**src/rtl/irq_accept_pkg.sv**
```systemverilog
package irq_accept_pkg;

  localparam int PSW_ID_BIT = 5;
  localparam int PSW_EP_BIT = 6;
  localparam int PSW_NP_BIT = 7;

  localparam int IDX_W = 4;

  typedef struct packed {
    logic              rstTake;
    logic              nmiTake;
    logic              maskTake;
    logic [IDX_W-1:0]  srcIdx;
  } ctlStrobes_t;

endpackage

```
**src/rtl/irq_accept_ctrl.sv**
```systemverilog
module irq_accept_ctrl
  import irq_accept_pkg::*;
#(
  parameter int NUM_SRC = 6
) (
  input  logic               clk,
  input  logic               rstN,
  input  logic               resetReq,
  input  logic               nmiReq,
  input  logic [NUM_SRC-1:0] irqReq,
  input  logic               pswNp,
  input  logic               pswId,
  output ctlStrobes_t        strobes
);

  logic               nmiPrev;
  logic               nmiPend;
  logic [NUM_SRC-1:0] irqPrev;
  logic [NUM_SRC-1:0] irqPend;
  logic [NUM_SRC-1:0] irqRise;
  logic [NUM_SRC-1:0] grantVec;
  logic [NUM_SRC-1:0] takeVec;
  logic [NUM_SRC:0]   seenBelow;
  logic               nmiRise;
  logic               nmiTake;
  logic               maskTake;
  logic [IDX_W-1:0]   srcIdx;

  assign irqRise = irqReq & ~irqPrev;
  assign nmiRise = nmiReq & ~nmiPrev;

  // Lowest-index-first priority chain
  assign seenBelow[0] = 1'b0;
  for (genvar gi = 0; gi < NUM_SRC; gi++) begin : gPrio
    assign grantVec[gi]     = irqPend[gi] & ~seenBelow[gi];
    assign seenBelow[gi+1]  = seenBelow[gi] | irqPend[gi];
  end

  assign nmiTake  = !resetReq && nmiPend && !pswNp;
  assign maskTake = !resetReq && !nmiTake && (|irqPend) && !pswNp && !pswId;
  assign takeVec  = maskTake ? grantVec : '0;

  always_comb begin
    srcIdx = '0;
    for (int i = NUM_SRC - 1; i >= 0; i--) begin
      if (grantVec[i]) srcIdx = IDX_W'(i);
    end
  end

  always_comb begin
    strobes.rstTake  = resetReq;
    strobes.nmiTake  = nmiTake;
    strobes.maskTake = maskTake;
    strobes.srcIdx   = srcIdx;
  end

  always_ff @(posedge clk or negedge rstN) begin
    if (!rstN) begin
      nmiPrev <= 1'b0;
      irqPrev <= '0;
      nmiPend <= 1'b0;
      irqPend <= '0;
    end else begin
      nmiPrev <= nmiReq;
      irqPrev <= irqReq;
      if (resetReq) begin
        nmiPend <= 1'b0;
        irqPend <= '0;
      end else begin
        nmiPend <= (nmiPend & ~nmiTake) | nmiRise;
        irqPend <= (irqPend & ~takeVec) | irqRise;
      end
    end
  end

  AST_ONE_TAKE: assert property (@(posedge clk) disable iff (!rstN)
    $onehot0({resetReq, nmiTake, maskTake})) else $error("AST_ONE_TAKE");
  AST_NMI_BLOCKED: assert property (@(posedge clk) disable iff (!rstN)
    nmiTake |-> !pswNp) else $error("AST_NMI_BLOCKED");
  AST_MASK_BLOCKED: assert property (@(posedge clk) disable iff (!rstN)
    maskTake |-> (!pswNp && !pswId && !nmiPend)) else $error("AST_MASK_BLOCKED");
  AST_NMI_HELD: assert property (@(posedge clk) disable iff (!rstN)
    (nmiPend && pswNp && !resetReq) |=> nmiPend) else $error("AST_NMI_HELD");

  for (genvar gk = 0; gk < NUM_SRC; gk++) begin : gKeep
    AST_PEND_KEPT: assert property (@(posedge clk) disable iff (!rstN)
      (irqPend[gk] && !takeVec[gk] && !resetReq) |=> irqPend[gk])
      else $error("AST_PEND_KEPT");
  end

endmodule

```
**src/rtl/irq_accept_datapath.sv**
```systemverilog
module irq_accept_datapath
  import irq_accept_pkg::*;
#(
  parameter int          XLEN      = 32,
  parameter int unsigned VEC_BASE  = 32'h80,
  parameter int unsigned VEC_STEP  = 32'h10,
  parameter int unsigned NMI_VEC   = 32'h10,
  parameter int unsigned NMI_CODE  = 32'h10,
  parameter int unsigned RESET_PSW = 32'h20
) (
  input  logic            clk,
  input  logic            rstN,
  input  ctlStrobes_t     strobes,
  input  logic [XLEN-1:0] curPc,
  input  logic [XLEN-1:0] pswIn,
  input  logic            pswWe,
  output logic [XLEN-1:0] pswOut,
  output logic [XLEN-1:0] causeReg,
  output logic [XLEN-1:0] nmiSavePc,
  output logic [XLEN-1:0] nmiSavePsw,
  output logic [XLEN-1:0] irqSavePc,
  output logic [XLEN-1:0] irqSavePsw,
  output logic            redirect,
  output logic [XLEN-1:0] redirectPc
);

  localparam int HALF = XLEN / 2;

  logic [XLEN-1:0] maskVec;
  logic [XLEN-1:0] pswNmi;
  logic [XLEN-1:0] pswMask;
  logic            anyTake;

  assign maskVec = XLEN'(VEC_BASE) + XLEN'(strobes.srcIdx) * XLEN'(VEC_STEP);
  assign anyTake = strobes.rstTake | strobes.nmiTake | strobes.maskTake;

  always_comb begin
    pswNmi = pswOut;
    pswNmi[PSW_NP_BIT] = 1'b1;
    pswNmi[PSW_ID_BIT] = 1'b1;
    pswNmi[PSW_EP_BIT] = 1'b0;
    pswMask = pswOut;
    pswMask[PSW_ID_BIT] = 1'b1;
    pswMask[PSW_EP_BIT] = 1'b0;
  end

  always_ff @(posedge clk or negedge rstN) begin
    if (!rstN) begin
      pswOut     <= XLEN'(RESET_PSW);
      causeReg   <= '0;
      nmiSavePc  <= '0;
      nmiSavePsw <= '0;
      irqSavePc  <= '0;
      irqSavePsw <= '0;
      redirect   <= 1'b0;
      redirectPc <= '0;
    end else begin
      redirect <= anyTake;
      if (strobes.rstTake) begin
        pswOut     <= XLEN'(RESET_PSW);
        causeReg   <= '0;
        redirectPc <= '0;
      end else if (strobes.nmiTake) begin
        nmiSavePc  <= curPc;
        nmiSavePsw <= pswOut;
        pswOut     <= pswNmi;
        causeReg   <= {HALF'(NMI_CODE), causeReg[HALF-1:0]};
        redirectPc <= XLEN'(NMI_VEC);
      end else if (strobes.maskTake) begin
        irqSavePc  <= curPc;
        irqSavePsw <= pswOut;
        pswOut     <= pswMask;
        causeReg   <= {causeReg[XLEN-1:HALF], maskVec[HALF-1:0]};
        redirectPc <= maskVec;
      end else if (pswWe) begin
        pswOut <= pswIn;
      end
    end
  end

  AST_NMI_SAVE: assert property (@(posedge clk) disable iff (!rstN)
    strobes.nmiTake |=> (nmiSavePc == $past(curPc) && pswOut[PSW_NP_BIT]
                         && pswOut[PSW_ID_BIT] && !pswOut[PSW_EP_BIT]))
    else $error("AST_NMI_SAVE");
  AST_MASK_CODE: assert property (@(posedge clk) disable iff (!rstN)
    strobes.maskTake |=> (causeReg[HALF-1:0] == redirectPc[HALF-1:0]
                          && irqSavePc == $past(curPc)))
    else $error("AST_MASK_CODE");
  AST_RESET_WINS: assert property (@(posedge clk) disable iff (!rstN)
    strobes.rstTake |=> (causeReg == '0 && redirect && redirectPc == '0))
    else $error("AST_RESET_WINS");
  AST_PULSE_ONLY: assert property (@(posedge clk) disable iff (!rstN)
    !anyTake |=> !redirect) else $error("AST_PULSE_ONLY");
  AST_PSW_WRITE: assert property (@(posedge clk) disable iff (!rstN)
    (pswWe && !anyTake) |=> pswOut == $past(pswIn)) else $error("AST_PSW_WRITE");

endmodule

```
**src/rtl/irq_accept_top.sv**
```systemverilog
module irq_accept_top
  import irq_accept_pkg::*;
#(
  parameter int          XLEN      = 32,
  parameter int          NUM_SRC   = 6,
  parameter int unsigned VEC_BASE  = 32'h80,
  parameter int unsigned VEC_STEP  = 32'h10,
  parameter int unsigned NMI_VEC   = 32'h10,
  parameter int unsigned NMI_CODE  = 32'h10,
  parameter int unsigned RESET_PSW = 32'h20
) (
  input  logic               clk,
  input  logic               rstN,
  input  logic               resetReq,
  input  logic               nmiReq,
  input  logic [NUM_SRC-1:0] irqReq,
  input  logic [XLEN-1:0]    curPc,
  input  logic [XLEN-1:0]    pswIn,
  input  logic               pswWe,
  output logic [XLEN-1:0]    pswOut,
  output logic [XLEN-1:0]    causeReg,
  output logic [XLEN-1:0]    nmiSavePc,
  output logic [XLEN-1:0]    nmiSavePsw,
  output logic [XLEN-1:0]    irqSavePc,
  output logic [XLEN-1:0]    irqSavePsw,
  output logic               redirect,
  output logic [XLEN-1:0]    redirectPc
);

  ctlStrobes_t strobes;

  irq_accept_ctrl #(.NUM_SRC(NUM_SRC)) uCtrl (
    .clk(clk), .rstN(rstN), .resetReq(resetReq), .nmiReq(nmiReq),
    .irqReq(irqReq), .pswNp(pswOut[PSW_NP_BIT]), .pswId(pswOut[PSW_ID_BIT]),
    .strobes(strobes)
  );

  irq_accept_datapath #(
    .XLEN(XLEN), .VEC_BASE(VEC_BASE), .VEC_STEP(VEC_STEP),
    .NMI_VEC(NMI_VEC), .NMI_CODE(NMI_CODE), .RESET_PSW(RESET_PSW)
  ) uData (
    .clk(clk), .rstN(rstN), .strobes(strobes), .curPc(curPc),
    .pswIn(pswIn), .pswWe(pswWe), .pswOut(pswOut), .causeReg(causeReg),
    .nmiSavePc(nmiSavePc), .nmiSavePsw(nmiSavePsw), .irqSavePc(irqSavePc),
    .irqSavePsw(irqSavePsw), .redirect(redirect), .redirectPc(redirectPc)
  );

endmodule

```
**config.mk**
```make
export PLATFORM = sky130hd
export DESIGN_NAME = irq_accept_top
export DESIGN_NICKNAME = d
export VERILOG_FILES = /design/src/rtl/irq_accept_pkg.sv /design/src/rtl/irq_accept_ctrl.sv /design/src/rtl/irq_accept_datapath.sv /design/src/rtl/irq_accept_top.sv
export SDC_FILE = /design/constraint.sdc
export NUM_CORES = 1
export LEC_CHECK = 0
export BUFFER_PORTS_ARGS = -buffer_cell sky130_fd_sc_hd__buf_2
export CORE_ASPECT_RATIO = 1.4
export CORE_MARGIN = 5
export CORE_UTILIZATION = 35
export CTS_BUF_LIST = sky130_fd_sc_hd__clkbuf_8
export DETAILED_ROUTE_END_ITERATION = 8
export HOLD_SLACK_MARGIN = 0.03
export PLACE_DENSITY = 0.6
export SYNTH_ARGS = -nofsm -noshare
export SYNTH_HDL_FRONTEND = slang
export SYNTH_SLANG_ARGS = --single-unit
```
**constraint.sdc**
```tcl
create_clock -name clk -period 4 [get_ports clk]
set_clock_uncertainty 0.15 [all_clocks]
set_input_delay 0.6 -clock clk [delete_from_list [all_inputs] [get_ports clk]]
set_output_delay 0.6 -clock clk [all_outputs]
set_load 0.02 [all_outputs]
```
-- Word-level counts from Yosys, hierarchy flattened
Index checks and enable logic that the tools add are counted.
- register bits after elaboration: 239
- word-level logic and storage cells: 87
- input bits: 75
- output and inout port bits: 225
- eq/ne operators: 3
- muxes and demuxes: 19
- add/sub/neg operators: 1
- reduce and logical (&&, ||, !) cells: 22
- bitwise logic cells: 27
- operators with widths (operator ; count):
    32-bit two-way mux ; 9
    4-bit two-way mux ; 5
    16-bit two-way mux ; 1
    6-bit AND ; 2
    6-bit two-way mux ; 2
    6-bit inverter ; 2
    8-bit by 8-bit adder with 9-bit output (first input constant) ; 1
    1-bit inverter ; 8
    1-bit AND ; 7
    1-bit bitwise OR ; 7
    1-bit logical AND ; 6
    6-bit bitwise OR ; 1
    2-bit AND reduction ; 3
    3-bit AND reduction ; 2
    2-bit nonzero test ; 3
    3-bit nonzero test ; 2
    6-bit OR reduction ; 1
    1-bit zero test ; 4
    2-bit != test (second input constant) ; 2
    4-bit nonzero test ; 1
    3-bit two-way mux ; 1
    3-bit by 2-bit != test with 1-bit output (second input constant) ; 1
    1-bit two-way mux ; 1

-- Logic depth before layout (Yosys ltp)
Gate-level depths: netlist (run 1).
- depth in word-level cells: 16
- gate-level depth with buffers: 9
- mapped depth without buffers: 4

-- Hierarchy
A second synthesis (run 1) with hierarchy kept.
- cells, all modules: 561
- area total of the unflattened synthesis: 7554.7 um2
- modules (own cells, without submodules) (module ; cells each ; instances ; seq. area each (um2) ; area each (um2)):
    irq_accept_datapath ; 506 ; 1 ; 4305.4 ; 6941.7
    irq_accept_ctrl ; 55 ; 1 ; 350.3 ; 613.1

-- Least setup slack after synthesis (run 1)
Ideal clock, no wire load.
- path kind: input port to flip-flop
- from: in resetReq
- to: reg uData.pswOut[10]
- cell stages on the path: 8
- buffers on the path: 4
- data required time: 3.712 ns
- data arrival time: 2.083 ns
- slack: 1.629 ns
- cells stage by stage: buf_2 -> or4_1 -> buf_2 -> a21o_1 -> buf_6 -> buf_2 -> a31oi_1 -> o22ai_1
- word-level cells in the longest chain between the ends: 10
- elaborated cells between the ends (all ways): 13
- RTL lines (element ; line ; source):
    start, declared ; irq_accept_top.sv:14 ; input logic resetReq,
    1-bit zero test ; irq_accept_ctrl.sv:39, irq_accept_ctrl.sv:40 ;
    1-bit logical AND (2 in series) ; irq_accept_ctrl.sv:39 ; assign nmiTake = !resetReq && nmiPend && !pswNp;
    1-bit zero test ; irq_accept_ctrl.sv:40 ; assign maskTake = !resetReq && !nmiTake && (|irqPend) && !pswNp && !pswId;
    1-bit logical AND (4 in series) ; irq_accept_ctrl.sv:40 ;
    2-bit != test (no line) ; n/a ;
    3-bit AND reduction (no line) ; n/a ;
    end signal, assigned ; irq_accept_datapath.sv:49 ; pswOut <= XLEN'(RESET_PSW);
    end signal, assigned ; irq_accept_datapath.sv:60 ; pswOut <= XLEN'(RESET_PSW);
    end signal, assigned ; irq_accept_datapath.sv:66 ; pswOut <= pswNmi;
    end, declared ; irq_accept_datapath.sv:17 ; output logic [XLEN-1:0] pswOut,
Several ways; a longest one is shown, not always the timed one.
A chain may end at the register's enable or synchronous reset.

-- Worst setup path after layout (run 1)
- from: reg uCtrl.irqPend[2]
- to: reg uData.pswOut[18]
- word-level cells in the longest chain between the ends: 6
- RTL lines (element ; line ; source):
    start, declared ; irq_accept_ctrl.sv:19 ; logic [NUM_SRC-1:0] irqPend;
    start signal, assigned ; irq_accept_ctrl.sv:71 ; irqPend <= (irqPend & ~takeVec) | irqRise;
    6-bit OR reduction ; irq_accept_ctrl.sv:40 ;
    1-bit logical AND (3 in series) ; irq_accept_ctrl.sv:40 ;
    2-bit != test (no line) ; n/a ;
    3-bit AND reduction (no line) ; n/a ;
Every way passes these cells.

==> qor_table.md, run 1 <==
| Item | This run | Unit |
|:---|:---|:---|
| Buffer count from post-CTS setup fixing | 0 | - |
| Share of Yosys cell area claimed by the top area cell type | 0.600 | - |
| Biggest area contributors in the synthesized netlist | sky130_fd_sc_hd__dfrtp_1 (60%), sky130_fd_sc_hd__mux2_2 (9.3%), sky130_fd_sc_hd__nand2_1 (6.6%) | - |
| Average cell area after synthesis | 11.1 | sq um |
| Sequential share of the synthesized area | 0.604 | - |
| Area growth from synthesis to final layout | 21.5 | % |
| Kind of launch point of the worst setup path | register | - |
| Slowest stage cell on the critical path | sky130_fd_sc_hd__a21o_4 | - |
| Clock transition at path regs | 100 | ps |
| Pin count of the biggest net entering global routing | 103 | - |
| Clock tree root buffer cell | sky130_fd_sc_hd__clkbuf_8 | - |
| Final critical-path required period | 2640 | ps |
| Clock Tree Buf Depth | 2 | - |
| Count of standard-cell rows | 64 | - |
| Layout Utilization | 0.427 | - |
| Initial core utilization | 0.351 | - |
| Hpwl dp | 13600 | microns |
| Mapped cell area | 7630 | sq um |
| Reg-to-Reg Start | uCtrl.irqPend[2] | - |
| Pre-antenna DRT Iters | 5 | - |
| #FFs+latches synth | 184 | - |
| Worst IR drop on VDD | 0.000290 | V |
| Number of pins with negative max-slew slack in the final report | 0 | - |
| Initial antenna violation count | 1 | - |
| Kind of critical path | register to register | - |
| Setup WS pre-CTS | 1120 | ps |
| First-pass GRT wire length | 30500 | microns |
| Core outline area | 21700 | sq um |
| Worst hold slack across all endpoints | 36.8 | ps |
| Least-Margin Pin Slew | 861 | ps |
| Clock latency at the later pin of the worst-skew pair | 470 | ps |
| Crit path buf inv count | 1 | - |
| Total of warnings raised by yosys | 0 | - |
| Vias after detailed routing | 5531 | - |
| Post-cts hold buffer count | 0 | - |
| # port buffers | 244 | - |
| Largest stage delay on the critical path | 700 | ps |
| Final clock period utilization by the worst path | 0.659 | - |
| Number of remaining DRC errors | 0 | - |
| GRT Util Overall | 0.157 | - |
| Maximum Capacitance Violations | 0 | - |
| Leakage power of the design | 4.83 | nW |
| Areal power density over the cells | 555 | nW/um^2 |
| H-tree depth reported by CTS | 4 | - |
| Worst setup EP type | register | - |
| Vias in the first global route | 5492 | - |
| Clock sink count | 184 | - |
| Overall overflow remaining after global route | 0 | - |
| Total length of routed wires | 19700 | microns |
| Final GP Congestion | 0.770 | - |
| Top Ports | 300 | - |
| Largest delay share family, worst path | compound AO/OA/AOI/OAI gates | - |
| Crit-path max FO | 84 | - |
| Number of nets with antenna violations after routing | 0 | - |
| Setup slack of the critical path after layout | 1360 | ps |
| Cells resized by post-CTS repair | 0 | - |
| Aggregate negative setup slack | 0 | ps |
| TritonCTS clock tree | yes | - |
| Synth cell types | 31 | - |
| Crit path required time | 4230 | ps |
| Dpl cell area | 8870 | sq um |
| Hold violation total from the final report | 0 | - |
| Cells after synthesis | 690 | - |
| Setup repair after global routing missed its margin | no | - |
| Total Nets Final | 990 | - |
| Highest Clock Rate | 0.379 | GHz |
| Post-detailed-route via-to-cell ratio | 4.51 | - |
| Chip height | 185 | microns |
| Average wire per standard cell | 16.1 | microns |
| Fraction of layout cells with a size suffix above 1 | 0.380 | - |
| Cell type with the highest aggregate area in the netlist | sky130_fd_sc_hd__dfrtp_1 | - |
| Die outline area | 24900 | sq um |
| Launch point of the worst path | uCtrl.irqPend[2] | - |
| Cells along the critical path | nor4_2 -> a21o_4 -> buf_12 -> a31oi_1 -> o22ai_1 | - |
| Post-route standard cell area excluding fillers | 9270 | sq um |
| Worst slew margin | 0.426 | - |
| Cts bufs inserted | 17 | - |
| Count of final setup violators | 0 | - |
| Outcome | complete, no violations | - |
| Number of DRC violations after detailed-routing iteration 0 | 320 | - |
| Horiz. Die Dim | 135 | microns |
| Classification of the worst-slack hold path | primary input to asynchronous set/reset pin | - |
| Data arrival time of the critical path | 2870 | ps |
path summary, 6_finish.rpt:
| check | to | cells after the start | slack (ps) |
|---|---|---|---|
| worst min-delay path | uData.irqSavePc[9] | 1 | 40 |
| worst max register to register | uData.pswOut[18] | 5 | 1360 |
| max in group asynchronous | uData.irqSavePsw[20] | 2 | 2760 |
| min in group clk | uCtrl.nmiPrev | 1 | 100 |
| worst max-delay path | uData.pswOut[18] | 5 | 1360 |
| worst min register to register | uData.irqSavePc[7] | 2 | 330 |
flip-flops by register name (all words and copies together) (netlist names):
register          cells
uData.irqSavePsw     32
uData.redirect        1
uCtrl.irqPrev         6
uData.nmiSavePsw     32
uData.irqSavePc      32
uCtrl.irqPend         6
uCtrl.nmiPrev         1
uData.redirectPc      4
uData.nmiSavePc      32
uData.pswOut         32
uData.causeReg        5
uCtrl.nmiPend         1
power breakdown:
| group | leakage [nW] | switching (mW) | total [mW] | internal, mW |
|---|---|---|---|---|
| clock | 0.194 | 0.717 | 1.29 | 0.576 |
| sequential | 2.35 | 0.185 | 2.41 | 2.22 |
| combinational | 2.28 | 0.949 | 1.44 | 0.491 |
cells in the final DEF, fill, tap and decap left out, drive strengths merged:
cell | synthesis | routed
or4 | 1 | 1
mux2i | 2 | 2
o221a | 1 | 1
nor2 | 13 | 13
and2 | 2 | 2
nand3 | 2 | 2
clkbuf | 22 | 19
a21oi | 41 | 41
dfrtp | 183 | 183
buf | 78 | 251
diode | 0 | 1
clkinvlp | 0 | 4
a21boi | 1 | 1
o22a | 1 | 1
conb | 1 | 55
nor4 | 1 | 1
inv | 33 | 38
dfstp | 1 | 1
o22ai | 29 | 29
o21ai | 33 | 33
o32ai | 2 | 2
nand2b | 8 | 8
a21o | 1 | 1
nor2b | 6 | 6
mux2 | 63 | 63
a31oi | 29 | 29
o21bai | 1 | 1
clkinv | 0 | 3
bufinv | 0 | 2
nand2 | 134 | 134
or3 | 1 | 1
routing by layer:
| layer | global-route usage | vias up | wire, microns | part of all wire |
|---|---|---|---|---|
| met2 | 0.252 | 223 | 9680 | 0.49 |
| met1 | 0.199 | 2630 | 8030 | 0.41 |
| met3 | 0.0475 | 26 | 1530 | 0.077 |
| met5 | 0 | - | 0 | 0 |
| met4 | 0.0599 | 0 | 463 | 0.024 |
| li1 | - | 2652 | - | - |
synth_stat cells:
library cell	number
sky130_fd_sc_hd__dfrtp_1	183
sky130_fd_sc_hd__nand2_1	134
sky130_fd_sc_hd__mux2_2	63
sky130_fd_sc_hd__buf_4	57
sky130_fd_sc_hd__a21oi_1	40
sky130_fd_sc_hd__inv_1	33
sky130_fd_sc_hd__a31oi_1	29
sky130_fd_sc_hd__o22ai_1	29
sky130_fd_sc_hd__clkbuf_1	22
sky130_fd_sc_hd__o21ai_0	19
sky130_fd_sc_hd__o21ai_1	14
sky130_fd_sc_hd__nor2_1	13
sky130_fd_sc_hd__buf_2	11
sky130_fd_sc_hd__buf_6	10
sky130_fd_sc_hd__nand2b_1	8
sky130_fd_sc_hd__nor2b_1	6
sky130_fd_sc_hd__and2_1	2
sky130_fd_sc_hd__mux2i_1	2
sky130_fd_sc_hd__nand3_1	2
sky130_fd_sc_hd__o32ai_1	2
sky130_fd_sc_hd__a21boi_1	1
sky130_fd_sc_hd__a21o_1	1
sky130_fd_sc_hd__a21oi_2	1
sky130_fd_sc_hd__conb_1	1
sky130_fd_sc_hd__dfstp_2	1
sky130_fd_sc_hd__nor4_2	1
sky130_fd_sc_hd__o21bai_1	1
sky130_fd_sc_hd__o221a_2	1
sky130_fd_sc_hd__o22a_1	1
sky130_fd_sc_hd__or3_1	1
sky130_fd_sc_hd__or4_1	1
metrics by stage:
| stage | cells | power [mW] |
|---|---|---|
| finish | 1226 | 5.14 |
| global placement | 1193 | 3.89 |
| CTS | 1225 | 5.22 |
| floorplan | 744 | 3.36 |
| global route | 1226 | 5.46 |
| detailed placement | 1193 | 3.91 |
cells by family after synthesis:
| group | synth area share |
|---|---|
| mux | 0.0957 |
| buf+inv | 0.105 |
| simple gates | 0.0902 |
| flops | 0.604 |
| compound gates | 0.105 |
| other cells | 0.000492 |
area by class of cell:
cell class | instances | area [sq um]
Antenna cell | 1 | 2.50
Clock buffer | 18 | 248
Clock inverter | 14 | 148
Fill cell | 2167 | 12400
Inverter | 33 | 124
Multi-Input combinational cell | 427 | 2440
Sequential cell | 184 | 4610
Tap cell | 297 | 372
Timing Repair Buffer | 252 | 1330
Power figures use the tool's default switching activity.
==> run 2: changes to the inputs <==
--- a/config.mk
+++ b/config.mk
@@ -12,7 +12,7 @@
 export CTS_BUF_LIST = sky130_fd_sc_hd__clkbuf_8
 export DETAILED_ROUTE_END_ITERATION = 8
 export HOLD_SLACK_MARGIN = 0.03
-export PLACE_DENSITY = 0.6
+export PLACE_DENSITY = 0.62
 export SYNTH_ARGS = -nofsm -noshare
 export SYNTH_HDL_FRONTEND = slang
 export SYNTH_SLANG_ARGS = --single-unit
==> constraint.sdc (replaced) <==
create_clock -name clk -period 2.4 [get_ports clk]
set_clock_uncertainty 0.15 [all_clocks]
set_input_delay 0.36 -clock clk [delete_from_list [all_inputs] [get_ports clk]]
set_output_delay 0.36 -clock clk [all_outputs]
set_load 0.02 [all_outputs]
==> run 2 against run 1 <==
- sequential share of layout area fell by 4.4 points
- worst setup slack got worse by 1000 ps
- combinational power rose by 76%
==> qor_table.md, run 2 (synthesis gave the netlist of run 1 again) <==
| Item | This run | Unit |
|:---|:---|:---|
| Worst hold slack across all endpoints | 76.6 | ps |
| Worst IR drop on VDD | 0.000410 | V |
| Area growth from synthesis to final layout | 33.3 | % |
| Post-detailed-route via-to-cell ratio | 4.57 | - |
| Vias after detailed routing | 5987 | - |
| Combinational Power Share | 0.286 | - |
| Pre-antenna DRT Iters | 5 | - |
| Average wire per standard cell | 16.3 | microns |
| Aggregate negative setup slack | 0 | ps |
| Vias in the first global route | 6172 | - |
| Footprint of the multi-input gates | 2440 | sq um |
| Net switching fraction of the power | 0.351 | - |
| Number of DRC violations after detailed-routing iteration 0 | 295 | - |
| Die outline area | 24900 | sq um |
| Crit path required time | 2580 | ps |
| Highest Clock Rate | 0.483 | GHz |
| Area taken by flip-flops and latches | 4610 | sq um |
| Final clock period utilization by the worst path | 0.863 | - |
| Total length of routed wires | 21300 | microns |
| Count of antenna diodes in the layout | 0 | - |
| Commonest non-fill, non-tap cell in the layout | sky130_fd_sc_hd__buf_2 | - |
| TritonCTS clock tree | yes | - |
| Internal power | 5.76 | mW |
| Count of final setup violators | 0 | - |
| Initial core utilization | 0.351 | - |
| Number of nets with antenna violations after routing | 0 | - |
| First-pass GRT wire length | 33500 | microns |
| Clock Tree Buf Depth | 2 | - |
| Sequential power share | 0.454 | - |
| Maximum Capacitance Violations | 0 | - |
| Final critical-path required period | 2070 | ps |
| Data arrival time of the critical path | 2250 | ps |
| Kind of critical path | register to register | - |
| Clock sink count | 184 | - |
| Final GP Congestion | 0.792 | - |
| Classification of the worst-slack hold path | primary input to register | - |
| Number of remaining DRC errors | 0 | - |
| Post-cts hold buffer count | 71 | - |
| Clock latency at the later pin of the worst-skew pair | 470 | ps |
| Count of standard-cell rows | 64 | - |
| Cts bufs inserted | 17 | - |
| Power after layout | 8.88 | mW |
| Count of non-filler cells in the finished layout | 1310 | - |
| Count of filler cells inserted in the layout | 2029 | - |
| Top Ports | 300 | - |
| Number of pins with negative max-slew slack in the final report | 0 | - |
| Pin count of the biggest net entering global routing | 62 | - |
| Cells resized by post-CTS repair | 0 | - |
| Horiz. Die Dim | 135 | microns |
| Buffer count from post-CTS setup fixing | 0 | - |
| # port buffers | 244 | - |
| Slowest stage cell on the critical path | sky130_fd_sc_hd__or4_1 | - |
| Layout Utilization | 0.469 | - |
| Inst Count DP | 1207 | - |
| Initial antenna violation count | 1 | - |
| Setup repair after global routing missed its margin | no | - |
| Overall overflow remaining after global route | 0 | - |
| Chip height | 185 | microns |
| H-tree depth reported by CTS | 4 | - |
| Switching component of the power | 3.12 | mW |
| GRT Util Overall | 0.172 | - |
| Highest-count cells in the layout ignoring fill and taps | sky130_fd_sc_hd__buf_2 (243), sky130_fd_sc_hd__dfrtp_1 (183), sky130_fd_sc_hd__nand2_1 (134), sky130_fd_sc_hd__dlygate4sd3_1 (71), sky130_fd_sc_hd__mux2_2 (63) | - |
| Core outline area | 21700 | sq um |
| Clock transition at path regs | 100 | ps |
| Fraction of layout cells with a size suffix above 1 | 0.362 | - |
| Largest stage delay on the critical path | 550 | ps |
| Crit-path max FO | 58 | - |
| Worst slew margin | 0.634 | - |
| Kind of launch point of the worst setup path | register | - |
| Cells along the critical path | or4_1 -> a21o_4 -> buf_12 -> a31oi_1 -> o22ai_1 | - |
| Least-Margin Pin Slew | 549 | ps |
| Worst setup EP type | register | - |
| Hold violation total from the final report | 0 | - |
| Total Nets Final | 1075 | - |
| Areal power density over the cells | 873 | nW/um^2 |
| Clock share of power | 0.261 | - |
| Clock tree root buffer cell | sky130_fd_sc_hd__clkbuf_8 | - |
| Hpwl dp | 14600 | microns |
| Leakage power of the design | 5.23 | nW |
| Outcome | complete, no violations | - |
-- run 2: worst paths after layout --
kind,startpoint,endpoint,slack [ps],depth (start not counted)
setup / recovery,uCtrl.nmiPend,uData.pswOut[28],330,5
setup reg to reg,uCtrl.nmiPend,uData.pswOut[28],330,5
hold reg to reg,uData.irqSavePc[28],uData.irqSavePc[28],330,2
min in group asynchronous,rstN,uData.irqSavePsw[17],290,2
hold / removal,pswIn[9],uData.pswOut[9],80,3
max in group asynchronous,rstN,uCtrl.irqPend[5],1140,3
-- run 2: through the flow --
stage	area [sq um]	worst slack (ps)
after detailed placement	9020	236
after floorplan	7830	269
after global placement	9020	261
final	10200	328
after global routing	10200	222
after CTS	10200	322
-- run 2: area by class of cell --
| type | instances | share of cell area |
|---|---|---|
| clock buffer | 17 | 0.0230 |
| clock inverter | 15 | 0.0198 |
| timing repair buffer | 337 | 0.216 |
| multi-input combinational | 427 | 0.240 |
| inverter | 33 | 0.0122 |
| tap | 297 | 0.0365 |
| sequential | 184 | 0.453 |
-- run 2: worst max-delay path: cells and delay by family (launching register included) --
family,cells,cell delay (ps)
compound gates,3,580
simple gates,1,550
buf+inv,1,200
flops,1,410
-- run 2: power by group through the flow --
stage	registers [mW]	logic [mW]	clock network [mW]
floorplan	4.82	0.778	0
global placement	4.07	2.44	0
detailed placement	4.08	2.47	0
CTS	4.03	2.56	2.41
global route	4.12	2.76	2.54
finish	4.03	2.54	2.32
-- run 2: per-layer routing --
layer	part of all wire	wire length, microns	global-route usage
met1	0.40	8490	0.211
met2	0.50	10700	0.287
met3	0.069	1470	0.0434
met4	0.028	600	0.0750
met5	0.00061	13	0
==> run 3: changes to the inputs <==
--- a/config.mk
+++ b/config.mk
@@ -12,7 +12,7 @@
 export CTS_BUF_LIST = sky130_fd_sc_hd__clkbuf_8
 export DETAILED_ROUTE_END_ITERATION = 8
 export HOLD_SLACK_MARGIN = 0.03
-export PLACE_DENSITY = 0.62
+export PLACE_DENSITY = 0.72
 export SYNTH_ARGS = -nofsm -noshare
 export SYNTH_HDL_FRONTEND = slang
 export SYNTH_SLANG_ARGS = --single-unit
==> run 3 against run 2 <==
- critical path depth unchanged
- clock power about the same
- routed wire length decreased by 2.1%
- power increased by 0.22%
- critical path type unchanged
==> qor_table.md, run 3 (synthesis gave the netlist of run 1 again) <==
| Item | This run | Unit |
|:---|:---|:---|
| Count of non-filler cells in the finished layout | 1306 | - |
| Worst hold slack across all endpoints | 63.7 | ps |
| Horiz. Die Dim | 135 | microns |
| Number of pins with negative max-slew slack in the final report | 0 | - |
| Clock transition at path regs | 90 | ps |
| Outcome | complete, no violations | - |
| Post-route standard cell area excluding fillers | 10100 | sq um |
| Final critical-path required period | 2040 | ps |
| Final clock period utilization by the worst path | 0.851 | - |
| Least-Margin Pin Slew | 652 | ps |
| Setup WS pre-CTS | 302 | ps |
| Clock Tree Buf Depth | 2 | - |
| Count of standard-cell rows | 64 | - |
| Die outline area | 24900 | sq um |
| Worst IR drop on VDD | 0.000419 | V |
| H-tree depth reported by CTS | 4 | - |
| Kind of critical path | register to register | - |
| Startpoint of the worst hold path | pswIn[4] | - |
| Pre-antenna DRT Iters | 5 | - |
| Average wire per standard cell | 16.0 | microns |
| Layout Utilization | 0.467 | - |
| Clock tree root buffer cell | sky130_fd_sc_hd__clkbuf_8 | - |
| Areal power density over the cells | 878 | nW/um^2 |
| Highest-count cells in the layout ignoring fill and taps | sky130_fd_sc_hd__buf_2 (243), sky130_fd_sc_hd__dfrtp_1 (183), sky130_fd_sc_hd__nand2_1 (134), sky130_fd_sc_hd__dlygate4sd3_1 (70), sky130_fd_sc_hd__mux2_2 (63) | - |
| Initial core utilization | 0.351 | - |
| Pin count of the biggest net entering global routing | 82 | - |
| Crit Reg-Reg Endpoint | uData.pswOut[24] | - |
| Hpwl dp | 14400 | microns |
| Chip height | 185 | microns |
| Setup repair after global routing missed its margin | no | - |
| Leakage power of the design | 5.22 | nW |
| Core outline area | 21700 | sq um |
| Power after layout | 8.90 | mW |
| Reg-to-reg setup timing slack | 360 | ps |
| First-pass GRT wire length | 32700 | microns |
| Number of remaining DRC errors | 0 | - |
| Cells resized by post-CTS repair | 0 | - |
| Commonest non-fill, non-tap cell in the layout | sky130_fd_sc_hd__buf_2 | - |
| Worst slew margin | 0.566 | - |
| Clock sink count | 184 | - |
| Initial antenna violation count | 1 | - |
| Reg-to-Reg Start | uData.pswOut[7] | - |
| Maximum Capacitance Violations | 0 | - |
| Crit-path max FO | 81 | - |
| Crit path required time | 2590 | ps |
| Highest Clock Rate | 0.490 | GHz |
| Count of filler cells inserted in the layout | 2002 | - |
| Dpl cell area | 9000 | sq um |
| Classification of the worst-slack hold path | primary input to register | - |
| Aggregate negative setup slack | 0 | ps |
| Total Nets Final | 1073 | - |
| Vias after detailed routing | 6029 | - |
| Hold violation total from the final report | 0 | - |
| Fraction of layout cells with a size suffix above 1 | 0.358 | - |
| Data arrival time of the critical path | 2230 | ps |
| Setup slack of the critical path after layout | 359 | ps |
| GRT Util Overall | 0.168 | - |
| Count of final setup violators | 0 | - |
| Number of nets with antenna violations after routing | 0 | - |
| Worst hold path endpoint | uData.pswOut[4] | - |
| Inst Count DP | 1206 | - |
| Area growth from synthesis to final layout | 32.9 | % |
| Number of DRC violations after detailed-routing iteration 0 | 303 | - |
| TritonCTS clock tree | yes | - |
| Depth of the worst hold-timing path | 3 | - |
| # port buffers | 244 | - |
| Buffer count from post-CTS setup fixing | 0 | - |
| Final GP Congestion | 0.789 | - |
| Post-detailed-route via-to-cell ratio | 4.62 | - |
| Worst setup EP type | register | - |
| Kind of launch point of the worst setup path | register | - |
| Vias in the first global route | 6058 | - |
| Total length of routed wires | 20800 | microns |
| Clock latency at the later pin of the worst-skew pair | 480 | ps |
| Top Ports | 300 | - |
| Cts bufs inserted | 17 | - |
| Reg2reg path depth | 5 | - |
| Overall overflow remaining after global route | 0 | - |
==> run 3: cell count changes in the layout (fill, tap and decap cells not counted), moves of 2 or more <==
| cell | delta |
|---|---|
| sky130_fd_sc_hd__clkinv_2 | -2 |
| sky130_fd_sc_hd__inv_1 | +2 |
| sky130_fd_sc_hd__clkinv_4 | -3 |
| sky130_fd_sc_hd__inv_6 | -3 |
==> run 3: timing repair <==
item                                   CTS  global route
setup endpoints to repair                0             0
hold buffers                            70             0
endpoints found under the hold margin  170             0
==> run 3: worst max-delay path: stages (launching register included) <==
cell,delay [ps]
sky130_fd_sc_hd__dfrtp_1,440
sky130_fd_sc_hd__or4_1,520
sky130_fd_sc_hd__a21o_4,230
sky130_fd_sc_hd__buf_12,210
sky130_fd_sc_hd__a31oi_1,220
sky130_fd_sc_hd__o22ai_1,100
==> run 3: where the power goes <==
group          switching (mW)  leakage [nW]  internal (mW)
Combinational            1.63          2.65          0.913
Sequential              0.328          2.35           3.71
Clock                    1.09         0.217           1.24
==> run 3: how the worst max path moves through the flow <==
| stage | endpoint | slack [ps] | from | depth (start not counted) |
|---|---|---|---|---|
| 3_5_place_dp | uData.pswOut[26] | 300 | resetReq | 6 |
| 5_1_grt | uData.causeReg[5] | 250 | uData.pswOut[7] | 5 |
| 6_report | uData.pswOut[24] | 360 | uData.pswOut[7] | 5 |
| 4_1_cts | uData.causeReg[5] | 380 | uData.pswOut[7] | 5 |
| 2_1_floorplan | uData.pswOut[10] | 270 | resetReq | 8 |
| 3_3_place_gp | uData.pswOut[27] | 330 | resetReq | 6 |
==> run 3: metal layers <==
metal  track usage  part of all wire
met1         0.192              0.39
met4        0.0628             0.027
met3        0.0451             0.066
met2         0.299              0.52
met5             0           0.00096
==> run 3: final cells by class <==
type	instances	area, sq um	area share
inverter	33	124	0.0122
timing repair buffer	335	2160	0.213
antenna	1	2.50	0.000247
clock buffer	18	248	0.0244
multi-input combinational	427	2440	0.241
sequential	184	4610	0.454
tap	297	372	0.0367
clock inverter	11	184	0.0181
